[src/rtl/dwi_pkg.sv]
package dwi_pkg;

    typedef enum logic [1:0] {
        GRP_ALU  = 2'd0,
        GRP_LSU  = 2'd1,
        GRP_SFU  = 2'd2,
        GRP_NONE = 2'd3
    } grp_e;

    localparam int NUM_GRP = 3;

endpackage

[src/rtl/dwi_occupancy.sv]
module dwi_occupancy #(
    parameter int OCC = 2
) (
    input  logic clk,
    input  logic rst_n,
    input  logic start_i,
    output logic busy_o,
    output logic busy_next_o
);
    localparam int CW = (OCC > 1) ? $clog2(OCC) : 1;

    typedef struct packed {
        logic [CW-1:0] cnt;
    } occ_st_t;

    occ_st_t st_d, st_q;

    always_comb begin
        st_d = st_q;
        if (start_i) begin
            st_d.cnt = CW'(OCC - 1);
        end else if (st_q.cnt != '0) begin
            st_d.cnt = st_q.cnt - CW'(1);
        end
        busy_next_o = (st_d.cnt != '0);
    end

    always_ff @(posedge clk or negedge rst_n) begin
        if (!rst_n) st_q <= '0;
        else        st_q <= st_d;
    end

    assign busy_o = (st_q.cnt != '0);

    // a group never restarts while still executing
    a_r7_no_restart: assert property (@(posedge clk) disable iff (!rst_n)
        start_i |-> !busy_o);

    // once started, the group stays busy until the count drains
    a_r8_hold_busy: assert property (@(posedge clk) disable iff (!rst_n)
        (busy_o && st_q.cnt != CW'(1)) |=> busy_o);

endmodule

[src/rtl/dwi_picker.sv]
module dwi_picker #(
    parameter int N  = 4,
    parameter int PW = 2
) (
    input  logic [N-1:0]  cand_i,
    input  logic [PW-1:0] ptr_i,
    output logic          found_o,
    output logic [PW-1:0] idx_o
);
    always_comb begin
        found_o = 1'b0;
        idx_o   = '0;
        for (int k = N - 1; k >= 0; k--) begin
            if (cand_i[(int'(ptr_i) + k) % N]) begin
                found_o = 1'b1;
                idx_o   = PW'((int'(ptr_i) + k) % N);
            end
        end
    end
endmodule

[src/rtl/dual_warp_issue.sv]
module dual_warp_issue #(
    parameter int NUM_WARPS = 8,
    parameter int WARP_SIZE = 32,
    parameter int ALU_LANES = 16,
    parameter int LSU_LANES = 16,
    parameter int SFU_LANES = 4,
    localparam int WW = $clog2(NUM_WARPS)
) (
    input  logic                   clk,
    input  logic                   rst_n,
    input  logic [NUM_WARPS-1:0]   warp_valid,
    input  logic [NUM_WARPS-1:0]   warp_ready,
    input  logic [2*NUM_WARPS-1:0] warp_group,
    input  logic [2:0]             grp_hold,
    output logic [1:0]             iss_valid,
    output logic [2*WW-1:0]        iss_warp,
    output logic [3:0]             iss_group,
    output logic [2:0]             grp_busy
);
    import dwi_pkg::*;

    localparam int HALF = NUM_WARPS / 2;
    localparam int PW   = WW - 1;

    function automatic int occ_of(int g);
        case (g)
            0:       return WARP_SIZE / ALU_LANES;
            1:       return WARP_SIZE / LSU_LANES;
            default: return WARP_SIZE / SFU_LANES;
        endcase
    endfunction

    typedef struct packed {
        logic [1:0]             vld;
        logic [2*WW-1:0]        warp;
        logic [3:0]             grp;
        logic [PW-1:0]          ptr0;
        logic [PW-1:0]          ptr1;
        logic                   par;
        logic [NUM_WARPS-1:0]   pend;
        logic [2*NUM_WARPS-1:0] pgrp;
    } st_t;

    st_t st_d, st_q;

    logic [1:0]           wg [NUM_WARPS];
    logic [NUM_WARPS-1:0] elig;
    logic [3:0]           free4;
    logic [HALF-1:0]      cand0, cand1, cand_a, cand_b;
    logic [PW-1:0]        ptr_a, ptr_b, idx_a, idx_b, i0, i1;
    logic                 found_a, found_b, f0, f1, sa;
    logic [1:0]           grp_a, g0, g1;
    logic [2:0]           start, busy, busy_nx;
    logic [3:0]           busy_nx4;

    // ---------------- group occupancy ----------------
    for (genvar g = 0; g < NUM_GRP; g++) begin : g_occ
        dwi_occupancy #(.OCC(occ_of(g))) u_occ (
            .clk        (clk),
            .rst_n      (rst_n),
            .start_i    (start[g]),
            .busy_o     (busy[g]),
            .busy_next_o(busy_nx[g])
        );
    end
    assign busy_nx4 = {1'b0, busy_nx};

    // ---------------- eligibility ----------------
    always_comb begin
        free4 = {1'b0, ~busy & ~grp_hold};
        for (int w = 0; w < NUM_WARPS; w++) begin
            wg[w]   = warp_group[2*w +: 2];
            elig[w] = warp_valid[w] && warp_ready[w] && !st_q.pend[w] && free4[wg[w]];
        end
        for (int s = 0; s < HALF; s++) begin
            cand0[s] = elig[2*s];
            cand1[s] = elig[2*s+1];
        end
        sa     = st_q.par;
        cand_a = sa ? cand1 : cand0;
        ptr_a  = sa ? st_q.ptr1 : st_q.ptr0;
        ptr_b  = sa ? st_q.ptr0 : st_q.ptr1;
    end

    // precedence scheduler picks first
    dwi_picker #(.N(HALF), .PW(PW)) u_pick_a (
        .cand_i (cand_a),
        .ptr_i  (ptr_a),
        .found_o(found_a),
        .idx_o  (idx_a)
    );

    // the other scheduler avoids the group just taken
    always_comb begin
        grp_a = wg[{idx_a, sa}];
        for (int s = 0; s < HALF; s++) begin
            cand_b[s] = (sa ? cand0[s] : cand1[s]) &&
                        !(found_a && wg[2*s + (sa ? 0 : 1)] == grp_a);
        end
    end

    dwi_picker #(.N(HALF), .PW(PW)) u_pick_b (
        .cand_i (cand_b),
        .ptr_i  (ptr_b),
        .found_o(found_b),
        .idx_o  (idx_b)
    );

    // map roles back to scheduler slots
    always_comb begin
        f0 = sa ? found_b : found_a;
        i0 = sa ? idx_b   : idx_a;
        f1 = sa ? found_a : found_b;
        i1 = sa ? idx_a   : idx_b;
        g0 = wg[{i0, 1'b0}];
        g1 = wg[{i1, 1'b1}];
        for (int g = 0; g < NUM_GRP; g++) begin
            start[g] = (f0 && g0 == 2'(g)) || (f1 && g1 == 2'(g));
        end
    end

    // ---------------- next state ----------------
    always_comb begin
        st_d      = st_q;
        st_d.par  = ~st_q.par;
        st_d.vld  = {f1, f0};
        st_d.warp = {(f1 ? {i1, 1'b1} : WW'(0)), (f0 ? {i0, 1'b0} : WW'(0))};
        st_d.grp  = {(f1 ? g1 : 2'b00), (f0 ? g0 : 2'b00)};
        if (f0) st_d.ptr0 = i0 + PW'(1);
        if (f1) st_d.ptr1 = i1 + PW'(1);
        for (int w = 0; w < NUM_WARPS; w++) begin
            st_d.pend[w] = st_q.pend[w] && busy_nx4[st_q.pgrp[2*w +: 2]];
            if (f0 && WW'(w) == {i0, 1'b0}) begin
                st_d.pend[w]       = busy_nx4[g0];
                st_d.pgrp[2*w +: 2] = g0;
            end
            if (f1 && WW'(w) == {i1, 1'b1}) begin
                st_d.pend[w]       = busy_nx4[g1];
                st_d.pgrp[2*w +: 2] = g1;
            end
        end
    end

    always_ff @(posedge clk or negedge rst_n) begin
        if (!rst_n) st_q <= '0;
        else        st_q <= st_d;
    end

    assign iss_valid = st_q.vld;
    assign iss_warp  = st_q.warp;
    assign iss_group = st_q.grp;
    assign grp_busy  = busy;

    // ---------------- assertions ----------------
    logic rec_alu, rec_sfu;
    assign rec_alu = (iss_valid[0] && iss_group[1:0] == GRP_ALU) ||
                     (iss_valid[1] && iss_group[3:2] == GRP_ALU);
    assign rec_sfu = (iss_valid[0] && iss_group[1:0] == GRP_SFU) ||
                     (iss_valid[1] && iss_group[3:2] == GRP_SFU);

    a_r5_distinct_groups: assert property (@(posedge clk) disable iff (!rst_n)
        (iss_valid == 2'b11) |-> (iss_group[1:0] != iss_group[3:2]));

    a_r2_parity_slot0: assert property (@(posedge clk) disable iff (!rst_n)
        iss_valid[0] |-> !iss_warp[0]);

    a_r2_parity_slot1: assert property (@(posedge clk) disable iff (!rst_n)
        iss_valid[1] |-> iss_warp[WW]);

    a_r7_alu_spacing: assert property (@(posedge clk) disable iff (!rst_n)
        rec_alu |=> !rec_alu);

    a_r8_sfu_busy: assert property (@(posedge clk) disable iff (!rst_n)
        rec_sfu |-> grp_busy[GRP_SFU]);

    a_r3_no_none_group: assert property (@(posedge clk) disable iff (!rst_n)
        (iss_valid[0] |-> iss_group[1:0] != GRP_NONE) and
        (iss_valid[1] |-> iss_group[3:2] != GRP_NONE));

    a_r10_sfu_hold: assert property (@(posedge clk) disable iff (!rst_n)
        rec_sfu |-> $past(!grp_hold[GRP_SFU]));

    a_r10_alu_hold: assert property (@(posedge clk) disable iff (!rst_n)
        rec_alu |-> $past(!grp_hold[GRP_ALU]));

endmodule

[config.mk]
export PLATFORM = sky130hd
export DESIGN_NAME = dual_warp_issue
export DESIGN_NICKNAME = d
export VERILOG_FILES = /design/src/rtl/dwi_pkg.sv /design/src/rtl/dwi_occupancy.sv /design/src/rtl/dwi_picker.sv /design/src/rtl/dual_warp_issue.sv
export SDC_FILE = /design/constraint.sdc
export NUM_CORES = 1
export LEC_CHECK = 0
export CAP_MARGIN = 20
export CORE_ASPECT_RATIO = 1.2
export CORE_MARGIN = 2
export CORE_UTILIZATION = 45
export CTS_CLUSTER_SIZE = 28
export DETAILED_ROUTE_END_ITERATION = 7
export GPL_TIMING_DRIVEN = 0
export PLACE_DENSITY = 0.68
export SYNTH_ARGS = -nofsm -noshare
export SYNTH_HDL_FRONTEND = slang
export SYNTH_SLANG_ARGS = --single-unit
[constraint.sdc]
create_clock -name clk -period 7.2 [get_ports clk]
set_input_delay 2.16 -clock clk [delete_from_list [all_inputs] [get_ports clk]]
set_output_delay 2.16 -clock clk [all_outputs]
set_load 0.005 [all_outputs]
==> results.md, run 1 <==
- Largest net degree at the start of global routing: 29
- CTS sink count: 44
- WHS: 0.5189 ns
- CP max-delay cell: clkdlybuf4s50_1
- Largest area contributor in the netlist: dfrtp_1
- Final WS setup: 0.1618 ns
- F_max: 0.1421 GHz
- Period utilization: 97.75%
- Routed Antenna Nets: 0
- Final instance area: 0.004898 mm^2
- Cts hold-fix bufs: 0
- Critical Path RT: 7.38 ns
- Mapped Nets: 449
- Post-Syn Area per Cell: 8.827 um^2
- Ys flop type: dfrtp_1
- IO Count: 52
- CP endpoint kind: flop
- Inst Count DP: 544
- Crit-path most repeated cell: buf_4
- Reg clk slew, reported paths: 0.09 ns
- Residual DRC: 0
- N_diodes: 0
- Sequential area share after synthesis: 31.03%
- DR iter-0 viols: 227
- Max FO, Critical Path: 8
- Ys async rst share: 100.0%
- Worst Skew: 0.005994 ns
- Post-synth EDFFs: 0
- CTS Buffer Depth: 2
- Share of the synthesized area in the top cell type: 31.03%
- Wire length per cell: 18.63 um
- Setup slack at placement: -0.9015 ns
- Worst hold stages: 2
- Final hold violations: 0
- Die area: 0.008614 mm^2
- Slew headroom: 56.05%
- DIE HEIGHT: 101.3 um
- CP Buf/Inv Count: 7
- Worst reg2reg path depth: 25
- Port Buffers: 49
- Worst path depth: 23
- Share of cells above drive strength 1: 26.69%
- Die W: 85.06 um
- Fin crit period: 7.038 ns
- Root buffer cell: clkbuf_8
- Type of the most critical hold path: reg -> reg
- Vias per cell: 5.857
- Core area: 0.007664 mm^2
- Leakage: 2.129 nW
- Layout Area Growth over Synthesis: 38.05%
- Cell count after synthesis: 402
- Status: complete, no violations
- Top delay family on crit path: compound AO/OA/AOI/OAI gates
- Flop and latch count out of synthesis: 44
- Power density cells: 209.8 mW/mm^2
- Pre-antenna DRT Iters: 4
- Final Max Slew Viols: 0
- Vias in the first global route: 3432
- GP Congestion: 0.8884
- Fillers: 652
- Worst skew pair latency: 0.30 ns
- Critical path type: in -> reg
- H-tree Lvls: 2
- Total Wirelength: 10780 um
- Vias: 3391
- Top cells by area, synth: dfrtp_1 (31%), mux2i_1 (5.4%), nand2_1 (4.4%)
- Nets: 533
- Dpl cell area: 0.004169 mm^2
- Grt ovf: 0
- Initial Utilization: 46.30%
- Worst slew pin tran: 0.6592 ns
- Initial antenna violation count: 0
- Cts bufs inserted: 5
- CP Cell Sequence: clkdlybuf4s50_1 -> or3_4 -> a211oi_4 -> a22oi_2 -> a211oi_2 -> buf_4 -> buf_2 -> buf_4 -> o211ai_1 -> o311ai_2 -> a32oi_4 -> buf_12 -> xor2_1 -> a31o_2 -> a211oi_4 -> buf_4 -> a31oi_4 -> mux2i_1 -> mux2_4 -> a32oi_4 -> buf_12 -> o21a_1 -> a32oi_1
- TritonCTS clock tree: built
- Worst VDD drop: 153.0 uV
- CP max stage delay: 0.56 ns
- Worst EP arrival: 7.22 ns
- Max-Cap Viols: 0
- Synthesized cell area: 0.003548 mm^2
- Synthesis Warnings: 0
- Post-synth cell types: 75
- Post-DP HPWL: 7863 um
- Power Total: 1.028 mW
- Setup-failing EPs final: 0
- Area taken by multi-input logic gates: 0.002550 mm^2
- Non-filler cells, final: 579
- Reg area: 0.001101 mm^2
- First-pass GRT wire length: 17220 um
- Total Routing Usage GR: 25.48%
- Row Count: 35
- Worst setup SP type: input port
## final timing paths
check                                  startpoint               endpoint  slack (ns)
hold / removal                           st_q[14]               st_q[14]        0.52
hold reg to reg                          st_q[14]               st_q[14]        0.52
max in group asynchronous                   rst_n  g_occ[1].u_occ.busy_o        4.93
min in group asynchronous                   rst_n               st_q[10]        1.78
setup / recovery                   warp_group[12]               st_q[18]        0.16
setup reg to reg           g_occ[2].u_occ.st_q[0]               st_q[18]        1.36
## flip-flops by register name (all words and copies together) (netlist names)
| name | cells |
|---|---|
| g_occ.u_occ.busy_o | 2 |
| iss_valid | 1 |
| g_occ.u_occ.st_q | 3 |
| iss_warp | 5 |
| st_q | 28 |
| sa | 1 |
| iss_group | 4 |
## synth_stat cells, types with 3 or more instances
| cell type | count |
|---|---|
| ha_1 | 10 |
| a311oi_1 | 3 |
| clkbuf_1 | 6 |
| a22oi_1 | 3 |
| nand4_1 | 3 |
| a211oi_1 | 4 |
| a31oi_1 | 9 |
| dfrtp_1 | 44 |
| a211oi_2 | 4 |
| nand3_1 | 14 |
| xor2_1 | 8 |
| mux2_2 | 7 |
| inv_1 | 24 |
| buf_4 | 17 |
| nand2_1 | 42 |
| o21ai_0 | 29 |
| nor2b_1 | 3 |
| nor4_1 | 7 |
| nor4b_1 | 7 |
| nor3_1 | 10 |
| a21oi_1 | 6 |
| nand2b_1 | 14 |
| o22ai_1 | 3 |
| mux2i_1 | 19 |
| nor2_1 | 25 |
| o21a_1 | 10 |
| a32oi_1 | 8 |
| buf_2 | 3 |
## per-stage QoR
step	setup TNS [ns]	utilization, %
2_1_floorplan	0	-
3_3_place_gp	-11.27	54.20
3_5_place_dp	-14.58	54.40
4_1_cts	0	60.16
5_1_grt	-0.08050	63.92
6_report	0	63.92
## final cells by class
type | instances | area share, %
buffer | 28 | 3.550
clock buffer | 7 | 1.762
clock inverter | 1 | 0.1533
inverter | 26 | 1.992
multi-input combinational | 305 | 52.06
sequential | 44 | 22.48
tap | 92 | 2.350
timing repair buffer | 76 | 15.66
## power by group
part | total [mW] | switching [mW] | leakage [nW] | internal, mW
logic | 0.493 | 0.261 | 1.51 | 0.232
clock network | 0.165 | 0.0869 | 0.0445 | 0.0781
registers | 0.369 | 0.0564 | 0.572 | 0.313
## cell usage in the layout (no fill, tap or decap), drive strengths merged, types with 14 or more instances in the layout
cell type      Yosys  routed
buf               22      50
clkbuf             6      14
clkdlybuf4s50      0      39
dfrtp             44      44
inv               26      26
mux2i             19      19
nand2             43      43
nand2b            14      14
nand3             14      14
nor2              25      25
o21ai             31      31
## worst register-to-register path, stage by stage (launching register included)
cell and delay (ns):
dfrtp_1 0.41, inv_1 0.11, ha_1 0.31, or3b_4 0.44, or3_4 0.43, a211oi_4 0.33, a22oi_2 0.14, a211oi_2 0.28
buf_4 0.20, buf_2 0.16, buf_4 0.13, o211ai_1 0.09, o311ai_2 0.12, a32oi_4 0.09, buf_12 0.16, xor2_1 0.16
a31o_2 0.32, a211oi_4 0.32, buf_4 0.17, a31oi_4 0.14, mux2i_1 0.17, mux2_4 0.36, a32oi_4 0.30, buf_12 0.16
o21a_1 0.11, a32oi_1 0.10
## logic make-up after synthesis
kind of cell / after synthesis / synth area share [%]
and+or+nand+nor: 144 / 21.51
xor gates and xnor gates: 9 / 2.222
AOI/OAI and AO/OA: 113 / 25.99
buffers and inverters: 54 / 7.616
DFF: 44 / 31.03
other: 1 / 0.1057
adders and majority gates: 10 / 3.526
muxes: 27 / 8.004
## what timing repair did
action / 4_1_cts / 5_1_grt
resized for setup: 31 / 41
cloned: 1 / 0
pin swaps: 14 / 16
setup buffers: 14 / 12
setup endpoints to repair: 15 / 14
## per-layer routing
layer  global-route usage (%)  routed length [um]  up-vias
li1                         -                   -     1633
met1                    30.82                4441     1655
met2                    46.15                5654       77
met3                    2.689                 396       26
met4                    10.38                 291        0
met5                        0                   0        -
Power figures use the tool's default switching activity.
==> inputs of run 2 (changes only) <==
--- a/config.mk
+++ b/config.mk
@@ -13,6 +13,8 @@
 export DETAILED_ROUTE_END_ITERATION = 7
 export GPL_TIMING_DRIVEN = 0
 export PLACE_DENSITY = 0.68
+export SKIP_CTS_REPAIR_TIMING = 1
 export SYNTH_ARGS = -nofsm -noshare
 export SYNTH_HDL_FRONTEND = slang
 export SYNTH_SLANG_ARGS = --single-unit
+export TNS_END_PERCENT = 50
==> run 2 against run 1 <==
First-iteration DRC count is 21% lower. Hold slack improved by 0.0010 ns. Via count shrank 2.1%. Die area unchanged. Final cell count is 1.4% lower. Power shrank 2.4%. Sequential power barely moved. Global-route usage is 1.3 points lower. Worst setup slack about the same. Register-to-register slack gained 0.02 ns. Utilization down 1.8 points. Clock skew is 0.00085 ns higher.
==> results.md, run 2 (same netlist as run 1, synthesis figures left out) <==
- Layout Area Growth over Synthesis: 34.06%
- Cts bufs inserted: 5
- Initial antenna violation count: 0
- Period utilization: 97.75%
- Die W: 85.06 um
- Vias in the first global route: 3285
- Vias: 3321
- Inst Count DP: 544
- R2R Setup Slk: 1.38 ns
- IO Count: 52
- Largest net degree at the start of global routing: 29
- GP Congestion: 0.8884
- N_diodes: 0
- Residual DRC: 0
- Post-DP HPWL: 7863 um
- F_max: 0.1421 GHz
- Critical Path RT: 7.38 ns
- Routed Antenna Nets: 0
- Power density cells: 210.9 mW/mm^2
- Type of the most critical hold path: reg -> reg
- H-tree Lvls: 2
- Die area: 0.008614 mm^2
- Slew headroom: 56.57%
- Worst slew pin tran: 0.6514 ns
- Critical path type: in -> reg
- Max FO, Critical Path: 9
- Most common cell after layout, fill and taps aside: dfrtp_1
- Final design utilization: 62.07%
- Max-Cap Viols: 0
- Worst EP arrival: 7.21 ns
- Commonest non-fill, non-tap cells in the layout: dfrtp_1 (44), nand2_1 (42), clkdlybuf4s50_1 (40)
- Fin crit period: 7.038 ns
- Grt ovf: 0
- Worst VDD drop: 151.2 uV
- Final Max Slew Viols: 0
- Initial Utilization: 46.30%
- Nets: 525
- Worst skew pair latency: 0.30 ns
- Largest Register: st_q
- Wire length per cell: 18.33 um
- CP endpoint kind: flop
- Row Count: 35
- Critical R2R Launch: g_occ[2].u_occ.st_q[0]
- TritonCTS clock tree: built
- CTS sink count: 44
- Root buffer cell: clkbuf_8
- Worst Skew: 0.006846 ns
- Non-filler cells, final: 571
- CTS Buffer Depth: 2
- Port Buffers: 49
- Reg clk slew, reported paths: 0.09 ns
- Core area: 0.007664 mm^2
- Number of flip-flops under the largest register name: 28
- Power Total: 1.003 mW
- CP endpoint: st_q[18]
- DIE HEIGHT: 101.3 um
- Worst reg2reg path depth: 22
- Share of cells above drive strength 1: 23.38%
- Vias per cell: 5.816
- Total Routing Usage GR: 24.17%
- Final hold violations: 0
- Leakage: 2.058 nW
- Pre-antenna DRT Iters: 5
- Worst setup SP type: input port
- Setup-failing EPs final: 0
- Status: complete, no violations
- Crit path launch: warp_group[12]
- Total Wirelength: 10470 um
- First-pass GRT wire length: 16390 um
- DR iter-0 viols: 180
- Crit Reg-Reg Endpoint: st_q[18]
run 2: how the worst min path moves through the flow:
stage | startpoint | to | slack [ns] | cells past startpoint
floorplan | st_q[0] | st_q[0] | 0.47 | 2
global placement | st_q[2] | st_q[2] | 0.49 | 2
detailed placement | st_q[14] | st_q[14] | 0.50 | 2
CTS | st_q[14] | st_q[14] | 0.52 | 2
global route | st_q[14] | st_q[14] | 0.57 | 2
finish | st_q[14] | st_q[14] | 0.52 | 2
run 2: final cells by class:
type / count / area [um^2]
plain buffers: 28 / 173.9
clock buffers: 7 / 86.33
clock inverters: 1 / 7.507
fillers: 677 / 2907
inverters: 26 / 97.59
multi-input cells: 304 / 2466
flip-flops and latches: 44 / 1101
well taps: 92 / 115.1
repair buffers: 69 / 709.4
run 2: where the power goes:
group / internal (mW) / switching (mW) / leakage, nW
Clock: 0.0781 / 0.0865 / 0.0445
Sequential: 0.313 / 0.0557 / 0.572
Combinational: 0.219 / 0.251 / 1.44
Total: 0.610 / 0.393 / 2.06
run 2: worst max-delay path, cell delays in order:
cell,delay [ns]
clkdlybuf4s50_1,0.55
or3_4,0.46
a2111oi_4,0.47
nor2_2,0.12
a221oi_4,0.39
buf_6,0.17
a31o_2,0.15
o21ai_1,0.09
a32oi_4,0.26
buf_12,0.16
xor2_1,0.17
a31o_2,0.27
or4b_1,0.48
mux2_4,0.34
nor2b_4,0.15
a22o_1,0.22
a32oi_4,0.22
buf_12,0.16
o21a_1,0.11
a32oi_1,0.10
run 2: layer usage:
layer / global-route usage, % / part of all wire [%] / vias to the layer above
met4: 8.181 / 1.7 / 0
li1: - / - / 1618
met1: 29.54 / 42 / 1625
met2: 43.93 / 53 / 64
met5: 0 / 0 / -
met3: 2.934 / 3.2 / 14
run 2: through the flow:
step	setup TNS (ns)	setup WS (ns)	cell area, um^2	hold WS [ns]
final	0	0.1620	4757	0.5199
after global routing	-0.2067	-0.04343	4757	0.5661
after CTS	-5.725	-0.5794	4263	0.5238
after detailed placement	-14.58	-0.9015	4169	0.5035
after global placement	-11.27	-0.8026	4154	0.4901
after floorplan	0	0.5816	3548	0.4724
==> inputs of run 3 (changes only) <==
--- a/config.mk
+++ b/config.mk
@@ -5,14 +5,14 @@
 export SDC_FILE = /design/constraint.sdc
 export NUM_CORES = 1
 export LEC_CHECK = 0
+export ABC_AREA = 1
 export CAP_MARGIN = 20
 export CORE_ASPECT_RATIO = 1.2
-export CORE_MARGIN = 2
 export CORE_UTILIZATION = 45
 export CTS_CLUSTER_SIZE = 28
 export DETAILED_ROUTE_END_ITERATION = 7
 export GPL_TIMING_DRIVEN = 0
-export PLACE_DENSITY = 0.68
+export PLACE_DENSITY = 0.67
 export SKIP_CTS_REPAIR_TIMING = 1
 export SYNTH_ARGS = -nofsm -noshare
 export SYNTH_HDL_FRONTEND = slang
==> run 3 against run 2 <==
Combinational power increased to 3.7 times the previous value. Critical path depth increased by 13. Synthesized cell count increased by 45%. Count of clock-buffer cells in the layout decreased by 2. First-iteration DRC count decreased by 0.56%. Fmax increased by 10%. Final area decreased by 2.0%. Register-to-register slack improved by 1.1 ns. Final cell count increased by 32%. Worst setup slack improved by 0.66 ns. Power increased by 140%. Clock power increased by 57%. Largest cell class unchanged. Highest routed layer unchanged.
==> results.md, run 3 <==
- Status: complete, no violations
- Worst skew pair latency: 0.30 ns
- Worst slew pin tran: 0.6861 ns
- DR iter-0 viols: 179
- Power density cells: 519.0 mW/mm^2
- Vias per cell: 5.004
- Worst setup SP type: input port
- Post-synth cell types: 36
- Ys flop type: dfrtp_1
- Nets: 686
- Period utilization: 88.52%
- H-tree Lvls: 2
- CP max stage delay: 0.41 ns
- Fin crit period: 6.373 ns
- Power Total: 2.420 mW
- Pre-antenna DRT Iters: 6
- Cell count after synthesis: 581
- Crit-path most repeated cell: nand2_1
- Port Buffers: 50
- Post-Syn Area per Cell: 6.620 um^2
- Flop and latch count out of synthesis: 44
- Die area: 0.008922 mm^2
- Post-synth EDFFs: 0
- Residual DRC: 0
- Share of cells above drive strength 1: 16.25%
- Most instantiated cells after synthesis: nand2_1 (192), inv_1 (65), nand3_1 (64), dfrtp_1 (44), o21ai_0 (42)
- Fillers: 826
- IO Count: 52
- F_max: 0.1569 GHz
- Largest Register: st_q
- Max-Cap Viols: 0
- Cts bufs inserted: 5
- Commonest non-fill, non-tap cells in the layout: nand2_1 (192), inv_1 (65), nand3_1 (64)
- CP endpoint kind: flop
- Count leader, synth: nand2_1
- Largest net degree at the start of global routing: 25
- WHS: 0.5198 ns
- Internal: 1.145 mW
- Mapped Nets: 628
- TritonCTS clock tree: built
- Top cells by area, synth: dfrtp_1 (29%), nand2_1 (19%), nand3_1 (8.3%)
- CTS sink count: 44
- Routed Antenna Nets: 0
- Ys async rst share: 100.0%
- Total Wirelength: 10580 um
- Sequential share of power: 18.0%
- N_diodes: 0
- Setup slack at placement: 0.5262 ns
- Die W: 86.40 um
- Vias in the first global route: 3493
- Leakage: 2.502 nW
- Max FO, Critical Path: 8
- Setup tns final: 0 ns
- DIE HEIGHT: 103.3 um
- Core area: 0.008198 mm^2
- Final hold violations: 0
- Initial Utilization: 46.92%
- Slew headroom: 53.77%
- Sequential area share after synthesis: 28.63%
- Gate power share: 71.3%
- Largest area contributor in the netlist: dfrtp_1
- Most common cell after layout, fill and taps aside: nand2_1
- Worst EP arrival: 6.56 ns
- Initial antenna violation count: 0
- Grt ovf: 0
- Worst Skew: 0.008241 ns
- Power share of the clock group: 10.7%
- Type of the most critical hold path: reg -> reg
- Final Max Slew Viols: 0
- Reg clk slew, reported paths: 0.09 ns
- Critical Path RT: 7.39 ns
- Wire length per cell: 14.03 um
- GP Congestion: 0.9360
- Number of flip-flops under the largest register name: 28
- Setup-failing EPs final: 0
- Sw frac: 52.71%
- CTS Buffer Depth: 2
- Vias: 3773
- Final WS setup: 0.8269 ns
- CP max-delay cell: clkdlybuf4s50_1
- Total Routing Usage GR: 24.92%
- Synthesis Warnings: 0
- Share of the synthesized area in the top cell type: 28.63%
- Row Count: 36
- Synthesized cell area: 0.003846 mm^2
- Layout Area Growth over Synthesis: 21.24%
- Worst VDD drop: 389.4 uV
- Sw Pwr: 1.276 mW
- Unrepaired setup endpoints after global routing: false
- Critical path type: in -> reg
- Post-DP HPWL: 8606 um
- Root buffer cell: clkbuf_8
- First-pass GRT wire length: 17020 um
==> run 3: stage by stage <==
step                      instances  cell area, um^2  util [%]
after floorplan                 581             3846         -
after global placement          745             4489     54.76
after detailed placement        746             4504     54.95
after CTS                       754             4663     56.88
after global routing            754             4663     56.88
final                           754             4663     56.88
==> run 3: final timing paths <==
| kind | depth (start not counted) | slack (ns) | endpoint | startpoint |
|---|---|---|---|---|
| min in group asynchronous | 1 | 1.82 | g_occ[0].u_occ.busy_o | rst_n |
| min | 2 | 0.52 | st_q[6] | st_q[6] |
| max reg2reg | 35 | 2.50 | st_q[22] | g_occ[2].u_occ.st_q[0] |
| max in group asynchronous | 2 | 4.86 | iss_group[3] | rst_n |
| min reg2reg | 2 | 0.52 | st_q[6] | st_q[6] |
| max | 33 | 0.83 | st_q[22] | grp_hold[0] |
==> run 3: power groups by stage <==
stage / Clock [mW] / Combinational [mW] / Sequential (mW)
after floorplan: 0 / 1.30 / 0.424
after global placement: 0 / 1.71 / 0.438
after detailed placement: 0 / 1.73 / 0.440
after CTS: 0.265 / 1.74 / 0.436
after global routing: 0.271 / 1.95 / 0.448
final: 0.259 / 1.73 / 0.436
==> run 3: layout make-up <==
class	count	area, um^2	share of cell area [%]
flip-flops and latches	44	1101	23.61
clock buffers	5	68.82	1.476
multi-input cells	439	2303	49.40
well taps	114	142.6	3.059
plain buffers	25	167.7	3.595
clock inverters	3	90.09	1.932
repair buffers	51	515.5	11.05
inverters	73	274.0	5.876
==> run 3: logic make-up after synthesis <==
kind of cell,Yosys count,synth area share (%)
and+or+nand+nor,365,46.81
buffers and inverters,98,11.48
AOI/OAI and AO/OA,59,8.588
DFF,44,28.63
adders and majority gates,10,3.253
xor gates and xnor gates,3,0.8785
other,1,0.09750
muxes,1,0.2603
==> run 3: metal layers <==
metal,vias to the layer above,GRT usage [%],part of all wire (%)
met5,-,0,0
met4,0,9.615,3.2
met3,18,1.905,3.4
met2,72,45.97,50
met1,1729,30.34,43
li1,1954,-,-
==> run 3: critical path: cells and delay by family <==
family	cells	cell delay, ns
and+or+nand+nor	31	3.76
buffers and inverters	1	0.41
AOI/OAI and AO/OA	1	0.22
